<file path="src/rtl/bwb_pkg.sv">
package bwb_pkg;

   typedef enum logic [1:0] {
      SEL_DATA = 2'd0,
      SEL_ADDR = 2'd1,
      SEL_CTRL = 2'd2,
      SEL_NONE = 2'd3
   } lsel_e;

   typedef enum logic [1:0] {
      ST_IDLE = 2'd0,
      ST_REQ  = 2'd1,
      ST_XFER = 2'd2
   } bst_e;

   localparam int WORD_BYTES = 4;
   localparam int BURST_BIT  = 0;

endpackage

</file>
<file path="src/rtl/bwb_fifo.sv">
module bwb_fifo #(
   parameter int W     = 32,
   parameter int DEPTH = 16,
   localparam int PTR_W = (DEPTH > 1) ? $clog2(DEPTH) : 1,
   localparam int CNT_W = $clog2(DEPTH + 1)
) (
   input  logic             clk,
   input  logic             rst_n,
   input  logic             push,
   input  logic [W-1:0]     wdata,
   input  logic             pop,
   output logic [W-1:0]     rdata,
   output logic [CNT_W-1:0] count,
   output logic             full,
   output logic             empty
);

   initial begin
      assert (DEPTH >= 2) else $error("bwb_fifo: DEPTH must be at least 2");
      assert (W >= 1) else $error("bwb_fifo: W must be positive");
   end

   localparam logic [CNT_W-1:0] DEPTH_C = CNT_W'(DEPTH);

   logic [W-1:0]     mem [DEPTH];
   logic [PTR_W-1:0] wr_ptr, rd_ptr, wr_nxt, rd_nxt;
   logic             do_push, do_pop;

   assign do_push = push && !full;
   assign do_pop  = pop && !empty;

   // Pointer wrap: a power-of-two depth wraps on overflow, others compare.
   generate
      if ((DEPTH & (DEPTH - 1)) == 0) begin : g_pow2
         assign wr_nxt = wr_ptr + 1'b1;
         assign rd_nxt = rd_ptr + 1'b1;
      end else begin : g_wrap
         localparam logic [PTR_W-1:0] LAST_P = PTR_W'(DEPTH - 1);
         assign wr_nxt = (wr_ptr == LAST_P) ? '0 : wr_ptr + 1'b1;
         assign rd_nxt = (rd_ptr == LAST_P) ? '0 : rd_ptr + 1'b1;
      end
   endgenerate

   always_ff @(posedge clk) begin
      if (do_push) mem[wr_ptr] <= wdata;
   end

   always_ff @(posedge clk) begin
      if (!rst_n) begin
         wr_ptr <= '0;
         rd_ptr <= '0;
         count  <= '0;
      end else begin
         if (do_push) wr_ptr <= wr_nxt;
         if (do_pop)  rd_ptr <= rd_nxt;
         case ({do_push, do_pop})
            2'b10:   count <= count + 1'b1;
            2'b01:   count <= count - 1'b1;
            default: count <= count;
         endcase
      end
   end

   assign rdata = mem[rd_ptr];
   assign full  = (count == DEPTH_C);
   assign empty = (count == '0);

endmodule

</file>
<file path="src/rtl/bwb_addr.sv">
module bwb_addr #(
   parameter int ADDR_W = 32
) (
   input  logic              clk,
   input  logic              rst_n,
   input  logic              load,
   input  logic [ADDR_W-1:0] load_val,
   input  logic              step,
   output logic [ADDR_W-1:0] addr
);
   import bwb_pkg::*;

   localparam int LSB = $clog2(WORD_BYTES);

   initial begin
      assert (ADDR_W > LSB) else $error("bwb_addr: ADDR_W too small");
   end

   logic [ADDR_W-LSB-1:0] word_addr;

   always_ff @(posedge clk) begin
      if (!rst_n)     word_addr <= '0;
      else if (load)  word_addr <= load_val[ADDR_W-1:LSB];
      else if (step)  word_addr <= word_addr + 1'b1;
   end

   assign addr = {word_addr, {LSB{1'b0}}};

endmodule

</file>
<file path="src/rtl/bwb_seq.sv">
module bwb_seq #(
   parameter int DEPTH     = 16,
   parameter int BURST_LEN = 16,
   localparam int CNT_W  = $clog2(DEPTH + 1),
   localparam int BEAT_W = (BURST_LEN > 1) ? $clog2(BURST_LEN) : 1
) (
   input  logic             clk,
   input  logic             rst_n,
   input  logic [CNT_W-1:0] count,
   input  logic             mode_wr,
   input  logic             mode_val,
   input  logic             bus_gnt,
   input  logic             bus_ready,
   output logic             bus_req,
   output logic             bus_valid,
   output logic             bus_last,
   output logic             beat_done,
   output logic             idle,
   output logic             burst_on
);
   import bwb_pkg::*;

   initial begin
      assert (BURST_LEN >= 1 && BURST_LEN <= DEPTH)
         else $error("bwb_seq: BURST_LEN must be in 1..DEPTH");
   end

   localparam logic [CNT_W-1:0]  FILL_C    = CNT_W'(BURST_LEN);
   localparam logic [BEAT_W-1:0] LAST_BEAT = BEAT_W'(BURST_LEN - 1);

   bst_e              st;
   logic [BEAT_W-1:0] beat;
   logic              mode_pend;
   logic              launch;
   logic              final_beat;

   assign launch     = burst_on ? (count >= FILL_C) : (count != '0);
   assign final_beat = burst_on ? (beat == LAST_BEAT) : 1'b1;

   always_ff @(posedge clk) begin
      if (!rst_n) begin
         st   <= ST_IDLE;
         beat <= '0;
      end else begin
         case (st)
            ST_IDLE: if (launch) begin
               st   <= ST_REQ;
               beat <= '0;
            end
            ST_REQ:  if (bus_gnt) st <= ST_XFER;
            ST_XFER: if (bus_ready) begin
               beat <= beat + 1'b1;
               if (final_beat) st <= ST_IDLE;
            end
            default: st <= ST_IDLE;
         endcase
      end
   end

   // Mode changes are staged and applied only when nothing is pending.
   always_ff @(posedge clk) begin
      if (!rst_n) begin
         mode_pend <= 1'b0;
         burst_on  <= 1'b0;
      end else begin
         if (mode_wr) mode_pend <= mode_val;
         if (st == ST_IDLE && count == '0) burst_on <= mode_pend;
      end
   end

   assign idle      = (st == ST_IDLE);
   assign bus_req   = (st == ST_REQ) || (st == ST_XFER);
   assign bus_valid = (st == ST_XFER);
   assign bus_last  = bus_valid && final_beat;
   assign beat_done = bus_valid && bus_ready;

endmodule

</file>
<file path="src/rtl/bwb_bridge.sv">
module bwb_bridge #(
   parameter int DATA_W    = 32,
   parameter int ADDR_W    = 32,
   parameter int DEPTH     = 16,
   parameter int BURST_LEN = 16
) (
   input  logic              clk,
   input  logic              rst_n,
   input  logic              lcl_wr_en,
   input  logic [1:0]        lcl_sel,
   input  logic [DATA_W-1:0] lcl_wdata,
   output logic              lcl_wait,
   output logic              bus_req,
   input  logic              bus_gnt,
   output logic [ADDR_W-1:0] bus_addr,
   output logic [DATA_W-1:0] bus_data,
   output logic              bus_valid,
   input  logic              bus_ready,
   output logic              bus_last
);
   import bwb_pkg::*;

   localparam int CNT_W = $clog2(DEPTH + 1);

   initial begin
      assert (DATA_W >= ADDR_W) else $error("bwb_bridge: address must fit the data word");
   end

   logic             is_data, is_addr, is_ctrl, taken;
   logic             q_full, q_empty, beat_done, seq_idle, quiet, burst_on;
   logic [CNT_W-1:0] q_count;

   assign is_data = (lcl_sel == SEL_DATA);
   assign is_addr = (lcl_sel == SEL_ADDR);
   assign is_ctrl = (lcl_sel == SEL_CTRL);
   assign quiet   = seq_idle && q_empty;

   assign lcl_wait = lcl_wr_en && ((is_data && q_full) || (is_addr && !quiet));
   assign taken    = lcl_wr_en && !lcl_wait;

   bwb_fifo #(.W(DATA_W), .DEPTH(DEPTH)) u_fifo (
      .clk   (clk),
      .rst_n (rst_n),
      .push  (taken && is_data),
      .wdata (lcl_wdata),
      .pop   (beat_done),
      .rdata (bus_data),
      .count (q_count),
      .full  (q_full),
      .empty (q_empty)
   );

   bwb_seq #(.DEPTH(DEPTH), .BURST_LEN(BURST_LEN)) u_seq (
      .clk       (clk),
      .rst_n     (rst_n),
      .count     (q_count),
      .mode_wr   (taken && is_ctrl),
      .mode_val  (lcl_wdata[BURST_BIT]),
      .bus_gnt   (bus_gnt),
      .bus_ready (bus_ready),
      .bus_req   (bus_req),
      .bus_valid (bus_valid),
      .bus_last  (bus_last),
      .beat_done (beat_done),
      .idle      (seq_idle),
      .burst_on  (burst_on)
   );

   bwb_addr #(.ADDR_W(ADDR_W)) u_addr (
      .clk      (clk),
      .rst_n    (rst_n),
      .load     (taken && is_addr),
      .load_val (lcl_wdata[ADDR_W-1:0]),
      .step     (beat_done),
      .addr     (bus_addr)
   );

endmodule

</file>
<file path="config.mk">
export PLATFORM = sky130hd
export DESIGN_NAME = bwb_bridge
export DESIGN_NICKNAME = d
export VERILOG_FILES = /design/src/rtl/bwb_pkg.sv /design/src/rtl/bwb_fifo.sv /design/src/rtl/bwb_addr.sv /design/src/rtl/bwb_seq.sv /design/src/rtl/bwb_bridge.sv
export SDC_FILE = /design/constraint.sdc
export NUM_CORES = 1
export LEC_CHECK = 0
export BUFFER_PORTS_ARGS = -buffer_cell sky130_fd_sc_hd__buf_2
export CAP_MARGIN = 20
export CORE_ASPECT_RATIO = 0.6
export CORE_UTILIZATION = 50
export DETAILED_ROUTE_END_ITERATION = 16
export PLACE_DENSITY = 0.67
export SLEW_MARGIN = 10
export SYNTH_ARGS = -nofsm -noshare
export SYNTH_HDL_FRONTEND = slang
export SYNTH_HIERARCHICAL = 1
export SYNTH_SLANG_ARGS = --single-unit
</file>
<file path="constraint.sdc">
create_clock -name clk -period 7.8 [get_ports clk]
set_input_delay 1.56 -clock clk [delete_from_list [all_inputs] [get_ports clk]]
set_output_delay 1.56 -clock clk [all_outputs]
set_load 0.01 [all_outputs]
</file>
==> results of run 1 <==
==> power groups by stage <==
stage / clock network (W) / logic (W) / registers, W
after floorplan: 0 / 0.000199 / 0.00345
after detailed placement: 0 / 0.000345 / 0.00346
after global routing: 0.00260 / 0.000374 / 0.00340
after CTS: 0.00248 / 0.000347 / 0.00339
final: 0.00244 / 0.000344 / 0.00339
after global placement: 0 / 0.000337 / 0.00345
==> worst max-delay path by stage <==
stage / from / to / slack, ns / cells after the start
5_1_grt: flop / bus_data[27] / 2.54 / 4
4_1_cts: flop / bus_data[27] / 2.64 / 4
6_report: flop / bus_data[27] / 2.77 / 4
2_1_floorplan: lcl_sel[1] / u_fifo/mem[0][0]$_DFFE_PP_ / 2.79 / 5
3_5_place_dp: flop / bus_data[24] / 3.26 / 4
3_3_place_gp: flop / bus_data[26] / 3.29 / 4
==> logic make-up after synthesis <==
| kind of cell | Yosys count | share of synthesized area, % |
|---|---|---|
| other | 1 | 0.0164 |
| AO/OA/AOI/OAI | 103 | 3.13 |
| flip-flops | 567 | 72.2 |
| AND/OR/NAND/NOR | 201 | 4.81 |
| XOR/XNOR | 18 | 0.691 |
| buffers and inverters | 79 | 2.00 |
| multiplexers | 168 | 16.3 |
| adder cells (fa/ha/maj) | 15 | 0.823 |
==> registers in the layout (all words and copies together) (netlist names), named ones only <==
signal / count
u_seq/mode_pend: 1
u_fifo/wr_ptr: 4
u_fifo/count: 5
u_seq/burst_on: 1
u_seq/beat: 4
u_fifo/rd_ptr: 4
u_addr/word_addr: 30
u_fifo/mem: 512
u_seq/st: 2
==> routing by layer <==
metal	global-route usage, %	vias to the layer above	part of all wire (%)
met5	0	-	0.025
met4	6.08	2	2.5
met3	3.63	73	6.9
met2	36.3	456	47
met1	34.0	6196	44
li1	-	5022	-
==> final cells by class <==
cell class / instances / area (µm²) / area share [%]
flip-flops and latches: 567 / 16500 / 64.4
multi-input cells: 507 / 5990 / 23.4
clock buffers: 71 / 1390 / 5.43
repair buffers: 132 / 753 / 2.94
well taps: 589 / 737 / 2.88
clock inverters: 21 / 208 / 0.811
inverters: 15 / 56.3 / 0.220
==> metrics by stage <==
step / total power (W) / hold WS [ns] / instance area (µm²) / instances
floorplan: 0.00365 / 0.443 / 22800 / 1153
global route: 0.00637 / 0.506 / 25600 / 1902
detailed placement: 0.00380 / 0.464 / 24000 / 1809
global placement: 0.00379 / 0.460 / 24000 / 1809
finish: 0.00618 / 0.473 / 25600 / 1902
CTS: 0.00622 / 0.472 / 25600 / 1901
==> critical path: cells and delay by family, from the launching register on <==
kind / cells / cell delay, ns
DFF: 1 / 0.88
muxes: 2 / 1.15
buffers and inverters: 2 / 0.79
==> layout by cell type, fill, tap and decap left out, drive strengths merged, types with 8 or more instances in the layout <==
| cell | n |
|---|---|
| o21ai | 31 |
| dfxtp | 55 |
| nor3 | 13 |
| nand2b | 10 |
| xor2 | 10 |
| nor2 | 37 |
| nand2 | 42 |
| clkbuf | 72 |
| edfxtp | 512 |
| o211a | 8 |
| mux4 | 160 |
| xnor2 | 8 |
| and3 | 12 |
| nor4 | 10 |
| a21oi | 15 |
| clkinv | 14 |
| nand3 | 24 |
| nand4 | 15 |
| inv | 16 |
| buf | 131 |
| ha | 15 |
==> impl_metrics.toml, run 1 <==
[synth]
ys_top_cells_by_count = "512 x edfxtp_1, 153 x mux4_2, 55 x dfxtp_1, 42 x nand2_1, 37 x nor2_1"
synth_edf_count = 512
yosysUniqueCellTypes = 71
yosysMostFrequentCell = "edfxtp_1"
synth_cells = 1152
yosys_warnings = 6
post_synth.cell_area_avg_um2 = 19.8
synthFlopType = "edfxtp_1"
synthTopCellsByArea = "edfxtp_1 67%, mux4_2 15%, dfxtp_1 4.8%"
synth_seq_cells = 567
syn_area_mm2 = 0.0228
synth_top_cell_by_area = "edfxtp_1"
synth_top_area_share_pct = 67.4
yosysSeqAreaShare_pct = 72.2
ys_async_sr_fraction_pct = 0

[global_route]
grt_overflow = 0
antenna_found_initial = 1
grt_pass1_wl_um = 78400
track_usage_pct = 23.1
grt_pass1_vias = 11800
grt_max_degree = 90

[final_layout]
fillerInstances = 3319
area_delta_synth_final_pct = 12.3
diodes = 0
drive_gt1_share_pct = 30.4
nets = 1326
final_util_pct = 57.1

[critical_path]
cp_max_fo = 89
worstPathArrival_ns = 3.47
path_cells = "buf_12 > mux4_2 > mux4_2 > buf_2"
crit_type = "reg2out"
critPathSlowestCell = "dfxtp_4"
worstSetupEndpointType = "primary output"
reg2reg_from = "u_fifo/count[2]$_SDFFE_PN0P_"
slowest_delay_ns = 0.88
rr_worst_depth = 7
worstReg2RegEnd = "u_fifo/mem[10][1]$_DFFE_PP_"
worstSetupStartpointType = "flop"
r2r_slack_ns = 4.24
crit_top_cell = "mux4_2"
critPathRequiredTime_ns = 6.24

[outcome]
violations = "DRC"
status = "complete, but fails checks"

[flow_run]
drv_cap = 0

[clock_tree]
worstSkewPairLatency_ns = 0.57
numCtsBuffers = 49
cts_tree = "yes"
cts_setup_buffers = 0
cts_resized = 0
clock_path_buffers = 3
htreeDepth = 2
ctsHoldBuffers = 0
clk_pin_slew_ns = 0.06
clkSinkCount = 567
cts_root_buf = "clkbuf_16"

[timing]
hold_viol = 0
rsz0062_at_grt = "no"
clock-skew-final_ns = 0.0208
maxSlewHeadroom_pct = 30.4
setup_slack_ns = 2.77
tns_ns = 0
setup_violations = 0
tightestPinTransition_ns = 1.04
finalCriticalPeriod_ns = 5.03
slew_violations = 0
max_freq_mhz = 199
fin_crit_sh_pct = 64.5

[placed_design]
pre_cts_slack_ns = 3.26
gp_congestion = 0.813
dp_hpwl_um = 29400
io_buffers = 104

[routing]
num_vias = 11700
first_iter_violations = 1157
vias_per_cell = 6.18
wire_per_inst_um = 27.6
remaining_drc_errors = 1
wl_um = 52600
ant_nets = 0
dr.pass1.iters = 11

[min_path]
holdCritStartpoint = "u_seq/beat[1]$_SDFFE_PN0P_"
worstHoldPathType = "reg2reg"
hold_end = "u_seq/beat[1]$_SDFFE_PN0P_"
whs_path_depth = 2

[power]
p_seq_share_pct = 54.9
combinationalPowerShare_pct = 5.6
clkPwrFrac_pct = 39.5
peakVddDrop_uv = 145
p_int_w = 0.00485
switching_power_w = 0.00132
p_per_area_mw_per_mm2 = 241
switching_share_pct = 21.4
p_leak_nw = 8.10

[floorplanning]
die_w_um = 278
coreArea_mm2 = 0.0449
die_y_um = 167
ios = 107
initial_core_util_pct = 50.8
die_area_mm2 = 0.0465
row_count = 60
Note: power is estimated with default switching activity, not from simulation.
==> inputs of run 2 (changes only) <==
--- a/config.mk
+++ b/config.mk
@@ -10,7 +10,7 @@
 export CORE_ASPECT_RATIO = 0.6
 export CORE_UTILIZATION = 50
 export DETAILED_ROUTE_END_ITERATION = 16
-export PLACE_DENSITY = 0.67
+export PLACE_DENSITY = 0.7
 export SLEW_MARGIN = 10
 export SYNTH_ARGS = -nofsm -noshare
 export SYNTH_HDL_FRONTEND = slang
==> constraint.sdc (replaced) <==
create_clock -name clk -period 4.2 [get_ports clk]
set_input_delay 0.84 -clock clk [delete_from_list [all_inputs] [get_ports clk]]
set_output_delay 0.84 -clock clk [all_outputs]
set_load 0.01 [all_outputs]
==> impl_metrics.toml, run 2 (synthesis results as in run 1) <==
[timing]
fin_crit_sh_pct = 87.4
tightestPinTransition_ns = 0.862
slew_violations = 0
rsz0062_at_grt = "no"
tns_ns = 0
setup_violations = 0
clock-skew-final_ns = 0.0199
hold_viol = 0
finalCriticalPeriod_ns = 3.67
maxSlewHeadroom_pct = 42.5
max_freq_mhz = 272

[floorplanning]
row_count = 60
die_y_um = 167
initial_core_util_pct = 50.8
die_w_um = 278
coreArea_mm2 = 0.0449
die_area_mm2 = 0.0465
ios = 107

[final_layout]
drive_gt1_share_pct = 31.1
nets = 1339
largest_reg_flops = 512
final_common_cell = "edfxtp_1"
final_util_pct = 57.6
layout_common_cells = "512 x edfxtp_1, 153 x mux4_2, 104 x buf_2"
regMostFlops = "u_fifo/mem"
area_delta_synth_final_pct = 13.4
largest_registers = "u_fifo/mem: 512 flops, u_addr/word_addr: 30 flops, u_fifo/count: 5 flops"

[placed_design]
dp_hpwl_um = 30500
io_buffers = 104
gp_congestion = 0.860

[min_path]
worstHoldPathType = "reg2reg"

[routing]
remaining_drc_errors = 0
ant_nets = 0
vias_per_cell = 6.20
wl_um = 51800
first_iter_violations = 1017
wire_per_inst_um = 27.0
dr.pass1.iters = 5
num_vias = 11900

[power]
switching_share_pct = 21.4
switching_power_w = 0.00248
p_per_area_mw_per_mm2 = 449
peakVddDrop_uv = 392
p_seq_share_pct = 54.2
clkPwrFrac_pct = 40.2
combinationalPowerShare_pct = 5.6
p_int_w = 0.00913
p_leak_nw = 8.20

[flow_run]
drv_cap = 0

[global_route]
grt_pass1_vias = 11700
antenna_found_initial = 1
grt_pass1_wl_um = 76900
grt_max_degree = 129
track_usage_pct = 22.5
grt_overflow = 0

[critical_path]
worstSetupStartpointType = "flop"
cp_max_fo = 37
crit_buf_inv = 2
crit_top_cell = "mux4_2"
cpLargestDelayFamily = "multiplexers"
worstPathArrival_ns = 2.83
path_cells = "buf_12 > mux4_2 > mux4_2 > buf_2"
crit_type = "reg2out"
critPathRequiredTime_ns = 3.36
worstSetupEndpointType = "primary output"
critPathSlowestCell = "dfxtp_4"
slowest_delay_ns = 0.58

[clock_tree]
worstSkewPairLatency_ns = 0.59
clk_pin_slew_ns = 0.06
numCtsBuffers = 50
cts_root_buf = "clkbuf_16"
clkSinkCount = 567
clock_path_buffers = 3
cts_resized = 0
ctsHoldBuffers = 0
cts_tree = "yes"
htreeDepth = 2
cts_setup_buffers = 0

[outcome]
status = "complete, no violations"
## run 2: final timing paths
path	startpoint	to	slack, ns	cells after the start
worst max-delay path	flop	bus_data[31]	0.53	4
worst min-delay path	u_seq/beat[1]$_SDFFE_PN0P_	u_seq/beat[1]$_SDFFE_PN0P_	0.47	2
worst max register to register	u_fifo/count[2]$_SDFFE_PN0P_	u_fifo/count[2]$_SDFFE_PN0P_	0.78	11
worst min register to register	u_seq/beat[1]$_SDFFE_PN0P_	u_seq/beat[1]$_SDFFE_PN0P_	0.47	2
## run 2: final cells by class
cell class                      count  area [µm²]
Sequential cell                   567       16500
Antenna cell                        1        2.50
Timing Repair Buffer              144         921
Fill cell                        3278       19000
Inverter                           15        56.3
Clock buffer                       69        1330
Clock inverter                     25         325
Multi-Input combinational cell    507        6000
Tap cell                          589         737
## run 2: worst register-to-register path, stage by stage (launching register included)
cell and delay (ns):
dfxtp_1 0.52, or4_1 0.32, nor2_1 0.09, nor3_1 0.44, o21a_2 0.30, inv_2 0.08
ha_1 0.36, xor2_1 0.21, ha_1 0.24, o21a_1 0.22, or4_1 0.41, a21oi_1 0.15
## run 2: through the flow
stage | power [W] | setup slack, ns | hold slack [ns] | area [µm²] | instances
final | 0.0116 | 0.528 | 0.475 | 25900 | 1917
after floorplan | 0.00678 | 0.0537 | 0.443 | 22800 | 1153
after global placement | 0.00705 | 0.749 | 0.463 | 24200 | 1822
after CTS | 0.0117 | 0.439 | 0.477 | 25900 | 1916
after global routing | 0.0120 | 0.406 | 0.507 | 25900 | 1917
after detailed placement | 0.00707 | 0.709 | 0.468 | 24200 | 1822
## run 2: per-layer routing
layer | GRT usage, % | share of wire (%)
met5 | 0 | 0
met4 | 6.82 | 2.8
met3 | 4.42 | 7.1
met2 | 34.7 | 46
met1 | 32.8 | 44
## run 2: power by group through the flow
| stage | combinational [W] | sequential, W | clock [W] |
|---|---|---|---|
| global route | 0.000705 | 0.00630 | 0.00499 |
| global placement | 0.000641 | 0.00641 | 0 |
| CTS | 0.000660 | 0.00629 | 0.00477 |
| detailed placement | 0.000657 | 0.00642 | 0 |
| floorplan | 0.000370 | 0.00641 | 0 |
| finish | 0.000653 | 0.00629 | 0.00467 |
